$ cat config.mk
export PLATFORM = sky130hd
export DESIGN_NAME = pwr_mode_ctrl
export DESIGN_NICKNAME = d
export VERILOG_FILES = /design/src/rtl/pwr_mode_ctrl.sv
export SDC_FILE = /design/constraint.sdc
export NUM_CORES = 1
export LEC_CHECK = 0
export BUFFER_PORTS_ARGS = -buffer_cell sky130_fd_sc_hd__buf_4
export CAP_MARGIN = 20
export CORE_MARGIN = 5
export CORE_UTILIZATION = 33
export DETAILED_ROUTE_END_ITERATION = 8
export PLACE_DENSITY = 0.75
export SLEW_MARGIN = 20
export SYNTH_ARGS = -nofsm -noshare
export SYNTH_HDL_FRONTEND = slang
export SYNTH_SLANG_ARGS = --single-unit
$ cat constraint.sdc
create_clock -name clk -period 1.9 [get_ports clk]
set_clock_uncertainty 0.2 [all_clocks]
set_input_delay 0.095 -clock clk [delete_from_list [all_inputs] [get_ports clk]]
set_output_delay 0.095 -clock clk [all_outputs]
set_load 0.01 [all_outputs]
$ cat src/rtl/pwr_mode_ctrl.sv
module pwr_mode_ctrl #(
  parameter int N_IRQ    = 8,
  parameter int N_PERIPH = 4
) (
  input  logic                clk,
  input  logic                rst_n,
  input  logic                sleep_req,
  input  logic [1:0]          mode_sel,
  input  logic [1:0]          wake_src,
  input  logic [3:0]          ana_keep,
  input  logic [N_PERIPH-1:0] periph_keep,
  input  logic [N_IRQ-1:0]    irq,
  input  logic [N_IRQ-1:0]    irq_en,
  input  logic                wake_pin,
  input  logic [3:0]          osc_rdy,
  output logic                core_clk_en,
  output logic [N_PERIPH-1:0] periph_clk_en,
  output logic [3:0]          osc_en,
  output logic                main_pwr_on,
  output logic                main_rst_n,
  output logic                aon_dpd_flag,
  output logic [1:0]          aon_wake_src
);

  typedef enum logic [2:0] {S_RUN, S_SLEEP, S_PDOWN, S_WAKE, S_DPD, S_BOOT} st_t;

  st_t        state, nxt;
  logic [1:0] src_q;
  logic [3:0] need;
  logic       all_rdy, irq_hit;

  always_comb begin
    case (src_q)
      2'd0:    need = 4'b0001;
      2'd1:    need = 4'b0010;
      2'd2:    need = 4'b0100;
      default: need = 4'b1100;
    endcase
  end

  assign all_rdy = ((osc_rdy & need) == need);
  assign irq_hit = |(irq & irq_en);

  always_comb begin
    nxt = state;
    case (state)
      S_RUN:
        if (!all_rdy)       nxt = S_WAKE;
        else if (sleep_req) nxt = (mode_sel == 2'd0) ? S_SLEEP :
                                  (mode_sel == 2'd1) ? S_PDOWN : S_DPD;
      S_SLEEP, S_PDOWN:
        if (irq_hit)  nxt = S_WAKE;
      S_WAKE:
        if (all_rdy)  nxt = S_RUN;
      S_DPD:
        if (wake_pin) nxt = S_BOOT;
      S_BOOT:
        if (all_rdy)  nxt = S_RUN;
      default:        nxt = S_BOOT;
    endcase
  end

  always_ff @(posedge clk or negedge rst_n) begin
    if (!rst_n) begin
      state        <= S_BOOT;
      src_q        <= 2'd0;
      aon_dpd_flag <= 1'b0;
    end else begin
      state <= nxt;
      if (state == S_RUN) src_q <= wake_src;
      if (state == S_DPD && wake_pin) aon_dpd_flag <= 1'b1;
    end
  end

  assign core_clk_en   = (state == S_RUN) && all_rdy;
  assign periph_clk_en = (state == S_RUN)   ? {N_PERIPH{all_rdy}} :
                         (state == S_SLEEP) ? periph_keep : '0;
  assign osc_en        = (state == S_DPD)   ? 4'b0000 :
                         (state == S_PDOWN) ? (need & ana_keep) : need;
  assign main_pwr_on   = (state != S_DPD);
  assign main_rst_n    = (state != S_DPD) && (state != S_BOOT);
  assign aon_wake_src  = src_q;

  a_r7_hold_until_ready: assert property (@(posedge clk) disable iff (!rst_n)
    (state == S_WAKE && !all_rdy) |=> (state != S_RUN));
  a_r8_pin_only_exit: assert property (@(posedge clk) disable iff (!rst_n)
    (state == S_DPD && !wake_pin) |=> (state == S_DPD));
  a_r6_irq_wakes: assert property (@(posedge clk) disable iff (!rst_n)
    ((state == S_SLEEP || state == S_PDOWN) && irq_hit) |=> (state == S_WAKE));
  a_r9_src_retained: assert property (@(posedge clk) disable iff (!rst_n)
    (state != S_RUN) |=> $stable(aon_wake_src));
  a_r10_flag_sticky: assert property (@(posedge clk) disable iff (!rst_n)
    aon_dpd_flag |=> aon_dpd_flag);
  a_r5_off_means_reset: assert property (@(posedge clk) disable iff (!rst_n)
    !main_pwr_on |-> (!main_rst_n && !core_clk_en && osc_en == 4'b0000));

endmodule

## Word level (Yosys, flattened, before mapping)

Index checks and enable logic that the tools add are counted.

- Flip-flop bits (word level): 6
- Input bits: 36
- Output and inout port bits: 14
- Word-level logic and storage cells: 44

- Eq/ne operators: 15
- Multiplexer cells: 13
- Bitwise logic cells: 3
- Reduce and logical (&&, ||, !) cells: 10

Operators with widths:

| operator | number |
|---|---|
| $mux 3 | 7 |
| $mux 4 | 4 |
| $pmux 3 s4 | 1 |
| $pmux 4 s3 | 1 |
| $ne 3x3->1 const B | 3 |
| $and 4x4->4 | 2 |
| $and 8x8->8 | 1 |
| $reduce_or 8->1 | 1 |
| $eq 3x2->1 const B | 2 |
| $eq 3x3->1 const B | 2 |
| $eq 2x1->1 const B | 2 |
| $eq 4x4->1 | 1 |
| $logic_not 2->1 | 2 |
| $ne 2x2->1 const B | 2 |
| $reduce_and 4->1 | 1 |
| $reduce_or 2->1 | 2 |
| $eq 3x1->1 const B | 1 |
| $logic_and 1x1->1 | 3 |
| $logic_not 3->1 | 1 |
| $eq 2x2->1 const B | 1 |
| $ne 2x1->1 const B | 1 |

## Longest topological paths before layout

- Depth after elaboration: 6
- Mapped depth: 7

## Worst setup path after synthesis

No wires, ideal clock.

- Kind: register to register
- From: register src_q[0] (netlist: aon_wake_src[0])
- To: register state[2]
- Arrival time: 1.724 ns
- Data required time: 1.615 ns
- Path slack: -0.109 ns
- Stages on the path, launching flop included: 7
- Path through: dfrtp_1 > inv_1 > o21ai_2 > a211o_2 > o32a_1 > o21ai_2 > mux2_1

- Word-level cells in the longest chain between the ends: 6

Ends and longest elaborated chain:

| what | line | text |
|---|---|---|
| from (decl) | 28 | `logic [1:0] src_q;` |
| from (signal assigned) | 70 | `if (state == S_RUN) src_q <= wake_src;` |
| $eq 2x2->1 (tied with other cells) | 33 | `case (src_q)` |
| $pmux 4 s3 (*) | 33 |  |
| $and 4x4->4 | 41 | `assign all_rdy = ((osc_rdy & need) == need);` |
| $eq 4x4->1 (*) | 41 |  |
| $ne 3x3->1 (no line) (tied with other cells) | n/a |  |
| $reduce_and 4->1 (no line) / $pmux 3 s4 (equally long branches) | n/a |  |
| to (signal assigned) | 69 | `state <= nxt;` |
| to (decl) | 27 | `st_t state, nxt;` |

Mark *: on every way between the ends. The rest lies on a longest branch, timed or not.
A chain may end at the register's enable or synchronous reset.

## Worst setup path in the final report

Ends and elaborated chain as after synthesis.

==> impl_metrics.csv <==
group,metric,value,unit
synthesis,ys_warn_count,0,
layout,fin_area,1166,um^2
worst_setup_path,cp_cell_sequence,"nor2b_2 -> a211oi_2 -> a211o_2 -> o32a_1 -> o21ai_2 -> mux2_4",
pwr,sw_frac_of_total,0.4359,
pwr,p_clk_frac,0.080,
die,die_area,2647,um^2
synthesis,syn_nets,116,
clocking,clk_path_buf_depth,2,
worst_setup_path,critPathMaxFanout,4,
worst_setup_path,worstSetupPathType,"reg2reg",
clocking,cts_sinks,6,
synthesis,async_flop_share,1.000,
sta,finalSetupViolCount,2,
synthesis,yosysSeqAreaShare,0.2693,
die,coreArea,1670,um^2
sta,timing.hold.ws,71.29,ps
detailed_routing,vias_per_cell,5.418,
clocking,htreeDepth,1,
synthesis,synth_edf_count,0,
grt,grt_pass1_wl,3.815,mm
clocking,cts-buffers-inserted,3,
detailed_routing,drc_errors,0,
die,die_w,51.45,um
layout,areaGrowthSynthToFinish,105.7,%
pwr,p_sw,693.3,uW
synthesis,ys_ff_latch,6,
detailed_routing,drtPass1Iterations,4,
pwr,ir_drop,0.9258,mV
grt,gr-total-overflow,0,
status,violations,"negative setup slack",
detailed_routing,avgRoutedWirePerCell,15.40,um
clocking,tritoncts,"yes",
sta,hold_violations,0,
status,status,"complete, but fails checks",
layout,stdcell_count,165,
sta,rsz0062_at_grt,"yes",
worst_setup_path,arrival,1970,ps
worst_setup_path,timing.critical_path.buf_inv,0,
placed_design,placed_cells,150,
min_path,hp-class,"in2reg",
sta,maxSlewViolCount,0,
synthesis,synth_cell_types,29,
pwr,comb_power_share,0.731,
synthesis,syn-cell-area,566.8,um^2
detailed_routing,drt_iter0_drc,15,
pwr,power.leakage,0.0005682,uW
die,start_util,0.3393,
placed_design,place.gp.congestion,0.8089,
sta,tightestPinTransition,295.9,ps
clocking,clkTransAtPathRegs,50,ps
detailed_routing,drt_wl_total,2.541,mm
worst_setup_path,max_stage_delay,440,ps
run,cap_violations,0,
synthesis,ys.flop_type,"dfrtp_1",
clocking,clock-root-buffer,"clkbuf_4",
sta,fin_crit,2001,ps
detailed_routing,vias,894,
placed_design,portBuffers,49,
worst_setup_path,critPathLaunchType,"register",
grt,track_usage,0.1930,
detailed_routing,postRouteAntennaNets,0,
pwr,p_int,897.1,uW
worst_setup_path,critPathRequiredTime,1870,ps
pwr,power_density,1364,nW/um^2
placed_design,hpwlAfterDp,1.827,mm
clocking,insertion_delay,250,ps
layout,drive_above_1_share,0.5850,
sta,setup_slack,-100.5,ps
worst_setup_path,endpoint_kind,"register",
worst_setup_path,critPathTopFamily,"compound AO/OA/AOI/OAI gates",
die,ioPinCount,50,
die,die_h,51.45,um
grt,grt_pass1_vias,896,
die,rows,15,
sta,max_freq,499.9,MHz
grt,antenna_found_initial,0,
layout,nNetsFinal,184,
sta,relSlewSlack,0.8018,
placed_design,dpl_cell_area,1007,um^2
synthesis,postSynthCellCount,80,
pwr,power_frac_seq,0.189,
synthesis,syn_area_per_cell,7.085,um^2
worst_setup_path,critPathSlowestCell,"dfrtp_2",
sta,fin_crit_sh,1.053,
grt,grt_max_degree,17,
layout,final_util,0.6981,
-- state kept, by name (all words and copies together), names as in the netlist --
signal and flops:
aon_dpd_flag 1, aon_wake_src 2, state 3
-- area by class of cell --
class | count | area (um^2)
flip-flops and latches | 6 | 155.1
fillers | 162 | 504.2
inverters | 5 | 18.77
repair buffers | 69 | 534.3
well taps | 17 | 21.27
diodes | 1 | 2.502
clock buffers | 4 | 26.28
multi-input cells | 63 | 407.9
-- power by group through the flow --
| stage | clock network (uW) | logic (uW) | registers (uW) |
|---|---|---|---|
| final | 127 | 1160 | 301 |
| after global routing | 149 | 1270 | 311 |
| after CTS | 135 | 1040 | 297 |
| after detailed placement | 0 | 985 | 300 |
| after global placement | 0 | 965 | 295 |
| after floorplan | 0 | 553 | 273 |
-- synth_stat cells, types with 2 or more instances --
master     n  area (um^2)
a22oi_1    2        15.01
or3_1      4        25.02
nor2b_1    2        12.51
clkbuf_1   4        15.01
nand2_1    8        30.03
nor2_1     5        18.77
o21ai_2    2        17.52
buf_2      2        10.01
inv_1      5        18.77
dfrtp_1    4        100.1
nor3_1     3        15.01
a21oi_1   17        85.08
a31oi_1    2        12.51
o21ai_0    4        20.02
dfstp_2    2        52.55
-- final timing paths --
path,start,endpoint,slack (ps),depth (start not counted)
max,aon_wake_src[0],state[2],-100,6
min,sleep_req,state[0],70,4
max reg2reg,aon_wake_src[0],state[2],-100,6
min reg2reg,aon_dpd_flag,aon_dpd_flag,260,1
max in group asynchronous,rst_n,state[1],720,3
min in group asynchronous,rst_n,state[0],140,2
-- layer usage --
layer | share of wire | vias to the layer above | wire [um] | GRT usage
met5 | 0 | - | 0 | 0
met3 | 0.050 | 9 | 128 | 0.02332
met4 | 0.035 | 0 | 88 | 0.1223
li1 | - | 428 | - | -
met2 | 0.58 | 35 | 1462 | 0.3665
met1 | 0.34 | 422 | 861 | 0.1940
-- logic make-up (layout without fill, tap and decap cells) --
family,Yosys count,count (layout),synth area share
compound gates,35,35,0.3885
xor+xnor,1,1,0.01546
buf+inv,11,78,0.07726
flops,6,6,0.2693
mux,2,2,0.03973
other cells,0,1,0
simple gates,25,25,0.2097
-- placed cells by master (no fill, tap or decap), drive strengths merged --
cell         netlist  routed
a21o               1       1
mux2               2       2
a21oi             17      17
a22oi              2       2
a211o              1       1
a41o               1       1
xor2               1       1
a31oi              2       2
nor2               5       5
dfstp              2       2
o21ai              6       6
diode              0       1
or3                4       4
nand4              1       1
inv                5       5
a211oi             1       1
nor2b              2       2
o22a               1       1
nand3              1       1
a222oi             1       1
dlygate4sd3        0       5
dfrtp              4       4
nor3               3       3
nand2              8       8
o32a               1       1
or2                1       1
buf                2      64
clkbuf             4       4
o22ai              1       1
-- worst min-delay path, stage by stage --
cell	delay [ps]
buf_4	90
nor2_1	40
a21oi_1	130
o22a_1	140
-- metrics by stage --
| step | setup TNS (ps) | setup slack, ps | total power, uW |
|---|---|---|---|
| after global routing | -520.3 | -153.8 | 1733 |
| final | -101.2 | -100.5 | 1590 |
| after CTS | -83.61 | -83.61 | 1476 |
| after detailed placement | -92.01 | -92.01 | 1285 |
| after floorplan | -64.77 | -64.77 | 825.5 |
| after global placement | -2.718 | -2.718 | 1260 |
-- timing repair --
action                     CTS  global route
pin swaps                    0             0
setup endpoints to repair    7            10
resized for setup            4             8
hold endpoints to repair     9             0
buffers inserted             1             4
hold buffers                 5             0
Power figures use the tool's default switching activity.
